**src/rtl/ccda_pkg.sv**
```systemverilog
package ccda_pkg;
  localparam int unsigned DEF_SRC    = 4;
  localparam int unsigned DEF_DST    = 4;
  localparam int unsigned DEF_DATA_W = 8;
  localparam int unsigned DEF_DEPTH  = 2;
  localparam int unsigned DEF_CLOSE  = 1;

  typedef enum logic {PORT_FREE = 1'b0, PORT_HELD = 1'b1} port_state_e;
endpackage

```
**src/rtl/ccda_rr_pick.sv**
```systemverilog
module ccda_rr_pick #(
  parameter int unsigned N = 4,
  localparam int unsigned IW = (N > 1) ? $clog2(N) : 1
) (
  input  logic [N-1:0]  req,
  input  logic [IW-1:0] ptr,
  output logic [IW-1:0] idx,
  output logic          any
);
  always_comb begin
    idx = '0;
    any = 1'b0;
    for (int unsigned k = 0; k < N; k++) begin
      int unsigned c;
      c = (int'(ptr) + k) % N;
      if (!any && req[c]) begin
        any = 1'b1;
        idx = IW'(c);
      end
    end
  end
endmodule

```
**src/rtl/ccda_sender_buf.sv**
```systemverilog
module ccda_sender_buf #(
  parameter int unsigned W     = 11,
  parameter int unsigned DEPTH = 2,
  localparam int unsigned PW   = (DEPTH > 1) ? $clog2(DEPTH) : 1,
  localparam int unsigned CW   = $clog2(DEPTH + 1)
) (
  input  logic         clk,
  input  logic         rst,
  input  logic         push,
  input  logic [W-1:0] din,
  input  logic         pop,
  output logic [W-1:0] dout,
  output logic         not_empty,
  output logic         full
);
  logic [W-1:0]  mem [DEPTH];
  logic [PW-1:0] wr_q, rd_q;
  logic [CW-1:0] cnt_q;

  assign not_empty = (cnt_q != '0);
  assign full      = (cnt_q == CW'(DEPTH));
  assign dout      = mem[rd_q];

  always_ff @(posedge clk) begin
    if (push) mem[wr_q] <= din;
  end

  always_ff @(posedge clk) begin
    if (rst) begin
      wr_q  <= '0;
      rd_q  <= '0;
      cnt_q <= '0;
    end else begin
      if (push) wr_q <= (wr_q == PW'(DEPTH - 1)) ? '0 : wr_q + 1'b1;
      if (pop)  rd_q <= (rd_q == PW'(DEPTH - 1)) ? '0 : rd_q + 1'b1;
      case ({push, pop})
        2'b10:   cnt_q <= cnt_q + 1'b1;
        2'b01:   cnt_q <= cnt_q - 1'b1;
        default: cnt_q <= cnt_q;
      endcase
    end
  end

  assert_no_overflow_R2: assert property (@(posedge clk) disable iff (rst)
    push |-> !full);
  assert_no_underflow_R2: assert property (@(posedge clk) disable iff (rst)
    pop |-> not_empty);
  assert_count_bound_R2: assert property (@(posedge clk) disable iff (rst)
    cnt_q <= CW'(DEPTH));
endmodule

```
**src/rtl/ccda_dest_port.sv**
```systemverilog
module ccda_dest_port #(
  parameter int unsigned N_SRC      = 4,
  parameter int unsigned DST_W      = 2,
  parameter int unsigned DATA_W     = 8,
  parameter int unsigned MY_ID      = 0,
  parameter int unsigned CLOSE_CODE = 1,
  localparam int unsigned SRC_W     = (N_SRC > 1) ? $clog2(N_SRC) : 1,
  localparam int unsigned WW        = DATA_W + 1
) (
  input  logic                        clk,
  input  logic                        rst,
  input  logic [N_SRC-1:0]            head_valid,
  input  logic [N_SRC-1:0][DST_W-1:0] head_dest,
  input  logic [N_SRC-1:0][WW-1:0]    head_word,
  output logic [N_SRC-1:0]            pop,
  output logic                        out_valid,
  input  logic                        out_ready,
  output logic [WW-1:0]               out_word
);
  import ccda_pkg::*;

  port_state_e       state_q;
  logic [SRC_W-1:0]  owner_q, ptr_q, rr_idx, gnt;
  logic [N_SRC-1:0]  req;
  logic              rr_any, fire, closing;

  always_comb begin
    for (int unsigned i = 0; i < N_SRC; i++)
      req[i] = head_valid[i] && (head_dest[i] == DST_W'(MY_ID));
  end

  ccda_rr_pick #(.N(N_SRC)) u_pick (
    .req (req),
    .ptr (ptr_q),
    .idx (rr_idx),
    .any (rr_any)
  );

  always_comb begin
    if (state_q == PORT_HELD) begin
      gnt       = owner_q;
      out_valid = req[owner_q];
    end else begin
      gnt       = rr_idx;
      out_valid = rr_any;
    end
    out_word = head_word[gnt];
    fire     = out_valid && out_ready;
    closing  = out_word[DATA_W] && (out_word[DATA_W-1:0] == DATA_W'(CLOSE_CODE));
    pop      = '0;
    if (fire) pop[gnt] = 1'b1;
  end

  always_ff @(posedge clk) begin
    if (rst) begin
      state_q <= PORT_FREE;
      owner_q <= '0;
      ptr_q   <= '0;
    end else begin
      if (out_valid && state_q == PORT_FREE) begin
        state_q <= PORT_HELD;
        owner_q <= gnt;
        ptr_q   <= (gnt == SRC_W'(N_SRC - 1)) ? '0 : gnt + 1'b1;
      end
      if (fire && closing) state_q <= PORT_FREE;
    end
  end

  assert_stall_stable_R8: assert property (@(posedge clk) disable iff (rst)
    (out_valid && !out_ready) |=> (out_valid && $stable(out_word)));
  assert_claim_R4: assert property (@(posedge clk) disable iff (rst)
    (state_q == PORT_FREE && out_valid && !(fire && closing))
      |=> (state_q == PORT_HELD && owner_q == $past(gnt)));
  assert_owner_kept_R5: assert property (@(posedge clk) disable iff (rst)
    (state_q == PORT_HELD && !(fire && closing))
      |=> (state_q == PORT_HELD && $stable(owner_q)));
  assert_close_frees_R6: assert property (@(posedge clk) disable iff (rst)
    (fire && closing) |=> (state_q == PORT_FREE));
  assert_single_pop_R7: assert property (@(posedge clk) disable iff (rst)
    $onehot0(pop));
endmodule

```
**src/rtl/ccda_arbiter.sv**
```systemverilog
module ccda_arbiter #(
  parameter int unsigned N_SRC      = ccda_pkg::DEF_SRC,
  parameter int unsigned N_DST      = ccda_pkg::DEF_DST,
  parameter int unsigned DATA_W     = ccda_pkg::DEF_DATA_W,
  parameter int unsigned DEPTH      = ccda_pkg::DEF_DEPTH,
  parameter int unsigned CLOSE_CODE = ccda_pkg::DEF_CLOSE,
  localparam int unsigned DST_W     = (N_DST > 1) ? $clog2(N_DST) : 1,
  localparam int unsigned WW        = DATA_W + 1,
  localparam int unsigned BW        = DST_W + WW
) (
  input  logic                         clk,
  input  logic                         rst,
  input  logic [N_SRC-1:0]             cfg_we,
  input  logic [N_SRC-1:0][DST_W-1:0]  cfg_dest,
  input  logic [N_SRC-1:0]             src_valid,
  output logic [N_SRC-1:0]             src_ready,
  input  logic [N_SRC-1:0]             src_ctrl,
  input  logic [N_SRC-1:0][DATA_W-1:0] src_data,
  output logic [N_DST-1:0]             dst_valid,
  input  logic [N_DST-1:0]             dst_ready,
  output logic [N_DST-1:0]             dst_ctrl,
  output logic [N_DST-1:0][DATA_W-1:0] dst_data
);
  logic [N_SRC-1:0][DST_W-1:0] dreg_q;
  logic [N_SRC-1:0]            head_valid, full, push, pop_s;
  logic [N_SRC-1:0][DST_W-1:0] head_dest;
  logic [N_SRC-1:0][WW-1:0]    head_word;
  logic [N_DST-1:0][N_SRC-1:0] pop_m;

  for (genvar i = 0; i < N_SRC; i++) begin : g_src
    logic [BW-1:0] bout;

    always_ff @(posedge clk) begin
      if (rst)            dreg_q[i] <= '0;
      else if (cfg_we[i]) dreg_q[i] <= cfg_dest[i];
    end

    assign push[i]      = src_valid[i] && !full[i];
    assign src_ready[i] = !full[i];

    ccda_sender_buf #(.W(BW), .DEPTH(DEPTH)) u_buf (
      .clk       (clk),
      .rst       (rst),
      .push      (push[i]),
      .din       ({dreg_q[i], src_ctrl[i], src_data[i]}),
      .pop       (pop_s[i]),
      .dout      (bout),
      .not_empty (head_valid[i]),
      .full      (full[i])
    );

    assign head_dest[i] = bout[BW-1 -: DST_W];
    assign head_word[i] = bout[WW-1:0];
  end

  for (genvar d = 0; d < N_DST; d++) begin : g_dst
    logic [WW-1:0] word;

    ccda_dest_port #(
      .N_SRC(N_SRC), .DST_W(DST_W), .DATA_W(DATA_W),
      .MY_ID(d), .CLOSE_CODE(CLOSE_CODE)
    ) u_port (
      .clk        (clk),
      .rst        (rst),
      .head_valid (head_valid),
      .head_dest  (head_dest),
      .head_word  (head_word),
      .pop        (pop_m[d]),
      .out_valid  (dst_valid[d]),
      .out_ready  (dst_ready[d]),
      .out_word   (word)
    );

    assign dst_ctrl[d] = word[DATA_W];
    assign dst_data[d] = word[DATA_W-1:0];
  end

  always_comb begin
    pop_s = '0;
    for (int unsigned d = 0; d < N_DST; d++) pop_s = pop_s | pop_m[d];
  end

  assert_pop_has_word_R9: assert property (@(posedge clk) disable iff (rst)
    (pop_s & ~head_valid) == '0);
  assert_reset_quiet_R1: assert property (@(posedge clk)
    rst |=> (dst_valid == '0 && src_ready == '1));
endmodule

```
**config.mk**
```make
export PLATFORM = sky130hd
export DESIGN_NAME = ccda_arbiter
export DESIGN_NICKNAME = d
export VERILOG_FILES = /design/src/rtl/ccda_pkg.sv /design/src/rtl/ccda_rr_pick.sv /design/src/rtl/ccda_sender_buf.sv /design/src/rtl/ccda_dest_port.sv /design/src/rtl/ccda_arbiter.sv
export SDC_FILE = /design/constraint.sdc
export NUM_CORES = 1
export LEC_CHECK = 0
export ABC_AREA = 0
export BUFFER_PORTS_ARGS = -buffer_cell sky130_fd_sc_hd__buf_2
export CORE_UTILIZATION = 54
export DETAILED_ROUTE_END_ITERATION = 10
export PLACE_DENSITY = 0.86
export SYNTH_ARGS = -nofsm -noshare
export SYNTH_HDL_FRONTEND = slang
export SYNTH_SLANG_ARGS = --single-unit
export TNS_END_PERCENT = 1
```
**constraint.sdc**
```tcl
create_clock -name clk -period 5.91 [get_ports clk]
set_input_delay 0.2955 -clock clk [delete_from_list [all_inputs] [get_ports clk]]
set_output_delay 0.2955 -clock clk [all_outputs]
set_load 0.05 [all_outputs]
```
==> run summary <==
The flow ran to the end, and the final reports show no timing, DRC or antenna violations. Summing the areas of all compound-gate instances in the mapped netlist gives 15.86% of the synthesized area. The tools report the number of cells produced by synthesis as 771. Dividing the detail-routed wire length by the instance count gives 20.16 um. Buffers inserted during clock tree synthesis total 17.

Across all layers, the routed design uses 6712 vias. The area enclosed by the die boundary was 0.01490 mm^2. After clock tree synthesis, the clock-pin slew on the worst setup and hold paths is 60 ps. The repair_antennas step left the layout with diodes totalling 0. The largest area contributor in the netlist was sky130_fd_sc_hd__edfxtp_1. The H-tree depth is 4. The root buffer cell is sky130_fd_sc_hd__clkbuf_16. Post-synthesis adder-cell area fraction: 1.928%. Global routing finished with a remaining overflow of 0.

At the worst endpoint, the required time is 6260 ps. Of the total synthesized cell area, the portion taken by AND, OR, NAND and NOR gates is 14.77%. The placer's final routability congestion estimate is 0.9437. In this run the worst path has a maximum fanout of 20. Type of element capturing the critical path: a flop. Data arrives at the worst endpoint at 5350 ps. The XOR/XNOR share of the synthesized area was 1.912%. Counting flops with a built-in enable in the synthesized netlist gives 88. Clock latency on the worst-skew pair, taken at its later pin, is 440 ps. Measured against its own limit, the worst slew margin works out to 15.12%. The maximum clock frequency was 0.1998 GHz; the share of flip-flops with an asynchronous set or reset after synthesis was 0%. Largest family of logic cells by synthesized area: compound AO/OA/AOI/OAI gates. The netlist area before placement is 0.007786 mm^2, and the share of the cycle needed by the critical path after routing is 84.70%. Of the post-synthesis cell area, the dominant cell type holds 33.94%.

Setup total negative slack on the finished layout was measured at 0 ps. Measured along the x axis, the die boundary spans 122.1 um. The worst setup path is launched from a flop.

Global routing consumed, over all layers together, 29.20% of the routing resources. After synthesis the netlist holds a flip-flop and latch count of 136. Max-cap violations in this run came to 0. The area overhead of the layout relative to synthesis is 15.01%. The share of post-route cells with drive strength above 1 is 21.20%, and the count of cells resized by post-cts repair is 0.

Measured against the total synthesized area, the mux share comes to 15.81%. TritonCTS built the clock tree. The number of different library cells used by synthesis comes to 66. The total core area came out at 0.01399 mm^2. The logs give 1012 for the iteration-0 DRC count of the detailed router and 0 for the number of max-slew violations in the final report. Entering global routing, the biggest net connects 49 pins. The first detailed-routing pass ran for 8 iterations.

Total clock sinks: 136. The tools report the first-pass GRT wire length as 32330 um. In the layout the commonest cells are sky130_fd_sc_hd__buf_2, sky130_fd_sc_hd__edfxtp_1, sky130_fd_sc_hd__nor2_1.

The logs give 0 for the number of antenna violations at the first check in global routing and 0 for the buffers inserted during post-CTS setup optimization. The mean instance size in the synthesized netlist works out to 10.10 um^2. The slew at the pin closest to its max-slew limit was 1263 ps; the post-layout net count was 925.

The most frequent standard cell in the layout excluding fill and tap cells is sky130_fd_sc_hd__buf_2. Yosys attributes the largest share of cell area to sky130_fd_sc_hd__edfxtp_1, sky130_fd_sc_hd__dfxtp_1, sky130_fd_sc_hd__mux2i_1, sky130_fd_sc_hd__mux2_2, sky130_fd_sc_hd__o21ai_0. Setup repair after global routing left no endpoint under its margin. Buffers placed on the I/O ports in this run total 101. Fill cells in the final layout number 1131. For the via count of the first global-routing pass, the log shows 6046. The aggregate routed wire length was 21130 um. Using the TritonRoute via totals, the vias-per-cell ratio works out to 6.405.

Among all flip-flop cells after synthesis, the most frequent one is sky130_fd_sc_hd__edfxtp_1. The number of I/O pins is 102. The critical path in this run is classified as reg -> reg. Hold repair after CTS inserted 0 buffers. Of the synthesized area, sequential elements account for 46.28%. The detail route stage leaves a number of antenna-violating nets equal to 0. The tools report the estimated wirelength of the detail-placed design as 15120 um. The clock arrives with 10.89 ps of skew. The path category of the worst min-delay check is in -> reg. The synthesized net count came out at 841.

For this run, the number of Yosys warnings is 0. The clock passes through at most 2 buffers. The minimum clock period is 5006 ps.

In the routed design, unresolved DRC markers number 0. The die is 122.1 um tall. Setup violations remaining at the end of the flow were counted as 0. After floorplanning, the core was divided into 43 placement rows. For this configuration, the core starts out at a cell density of 55.66%. The run gives 0 as the final hold violation count.
==> critical path: stages (launching register included) <==
cell and delay, ps:
sky130_fd_sc_hd__dfxtp_1 790, sky130_fd_sc_hd__mux2i_1 560, sky130_fd_sc_hd__nor3_1 240, sky130_fd_sc_hd__a221oi_1 770, sky130_fd_sc_hd__a22oi_2 460, sky130_fd_sc_hd__ha_1 330, sky130_fd_sc_hd__a22o_1 210, sky130_fd_sc_hd__a311oi_1 530
sky130_fd_sc_hd__inv_1 120, sky130_fd_sc_hd__ha_1 350, sky130_fd_sc_hd__or3_1 380, sky130_fd_sc_hd__a21oi_1 180
==> path summary, 6_finish.rpt <==
path / from / to / slack (ps) / cells after the start
hold / removal: src_ctrl[2] / g_src[2].u_buf.mem[0][8]$_DFFE_PP_ / 40 / 1
hold reg to reg: dreg_q[0]$_SDFFE_PP0P_ / g_src[0].u_buf.mem[1][9]$_DFFE_PP_ / 460 / 0
setup / recovery: flop / g_src[1].u_buf.cnt_q[1]$_SDFFE_PP0P_ / 900 / 11
setup reg to reg: flop / g_src[1].u_buf.cnt_q[1]$_SDFFE_PP0P_ / 900 / 11
==> cell usage after synthesis (4+ instances only) <==
master,number
sky130_fd_sc_hd__edfxtp_1,88
sky130_fd_sc_hd__nor2_1,74
sky130_fd_sc_hd__nand2_1,71
sky130_fd_sc_hd__mux2i_1,69
sky130_fd_sc_hd__o21ai_0,58
sky130_fd_sc_hd__dfxtp_1,48
sky130_fd_sc_hd__mux2_2,35
sky130_fd_sc_hd__a21oi_1,34
sky130_fd_sc_hd__nand3_1,21
sky130_fd_sc_hd__inv_1,19
sky130_fd_sc_hd__nor3_1,18
sky130_fd_sc_hd__clkbuf_1,14
sky130_fd_sc_hd__a211oi_1,13
sky130_fd_sc_hd__buf_2,13
sky130_fd_sc_hd__ha_1,12
sky130_fd_sc_hd__buf_1,10
sky130_fd_sc_hd__a31oi_1,9
sky130_fd_sc_hd__nand4_1,9
sky130_fd_sc_hd__nor4_1,9
sky130_fd_sc_hd__xor2_1,9
sky130_fd_sc_hd__o211ai_1,8
sky130_fd_sc_hd__xnor2_1,8
sky130_fd_sc_hd__or3_1,7
sky130_fd_sc_hd__and3_1,6
sky130_fd_sc_hd__nand2b_1,6
sky130_fd_sc_hd__o21ai_1,6
sky130_fd_sc_hd__a221oi_1,5
sky130_fd_sc_hd__a311oi_1,5
sky130_fd_sc_hd__and2_1,5
sky130_fd_sc_hd__mux2_1,5
sky130_fd_sc_hd__nor2b_1,5
sky130_fd_sc_hd__o21bai_1,5
sky130_fd_sc_hd__a32oi_1,4
sky130_fd_sc_hd__buf_4,4
sky130_fd_sc_hd__mux4_2,4
sky130_fd_sc_hd__o22a_1,4
==> layout make-up <==
class	instances	area [um^2]	area share, %
Clock buffer	19	432.9	4.834
Sequential cell	136	3603	40.24
Inverter	19	71.32	0.7964
Multi-Input combinational cell	574	3926	43.85
Tap cell	180	225.2	2.515
Clock inverter	13	145.1	1.621
Timing Repair Buffer	107	550.5	6.148
==> state kept, by name (all words and copies together) (netlist names), named ones only <==
register and count:
g_src.u_buf.mem 88, dreg_q 8, g_dst.u_port.owner_q 8, g_dst.u_port.ptr_q 8, g_src.u_buf.cnt_q 8, g_dst.u_port.state_q 4, g_src.u_buf.rd_q 4, g_src.u_buf.wr_q 4
==> per-stage QoR <==
| stage | hold slack (ps) | worst slack, ps | cell area [um^2] | utilization [%] | std cells |
|---|---|---|---|---|---|
| 6_report | 44.61 | 904.0 | 8955 | 64.02 | 1048 |
| 5_1_grt | 37.50 | 609.2 | 8955 | 64.02 | 1048 |
| 4_1_cts | 35.34 | 1061 | 8955 | 64.02 | 1048 |
| 3_5_place_dp | 445.6 | 1111 | 8377 | 59.88 | 1016 |
| 3_3_place_gp | 443.3 | 1314 | 8377 | 59.88 | 1016 |
| 2_1_floorplan | 394.4 | 1759 | 7786 | - | 771 |
==> cells by family after synthesis <==
kind of cell / count (synthesis)
and+or+nand+nor: 246
adders and majority gates: 12
AOI/OAI and AO/OA: 186
DFF: 136
buffers and inverters: 61
muxes: 113
xor gates and xnor gates: 17
==> per-layer routing <==
metal / wire length (um) / share of wire [%] / up-vias / track usage, %
met4: 565 / 2.7 / 0 / 11.89
met2: 9477 / 45 / 444 / 44.10
met5: 0 / 0 / - / 0
li1: - / - / 3083 / -
met3: 2362 / 11 / 63 / 6.507
met1: 8720 / 41 / 3122 / 40.58
Power is not shown: default switching activity piles up to over one toggle a cycle in this logic, so the estimate is an artifact.
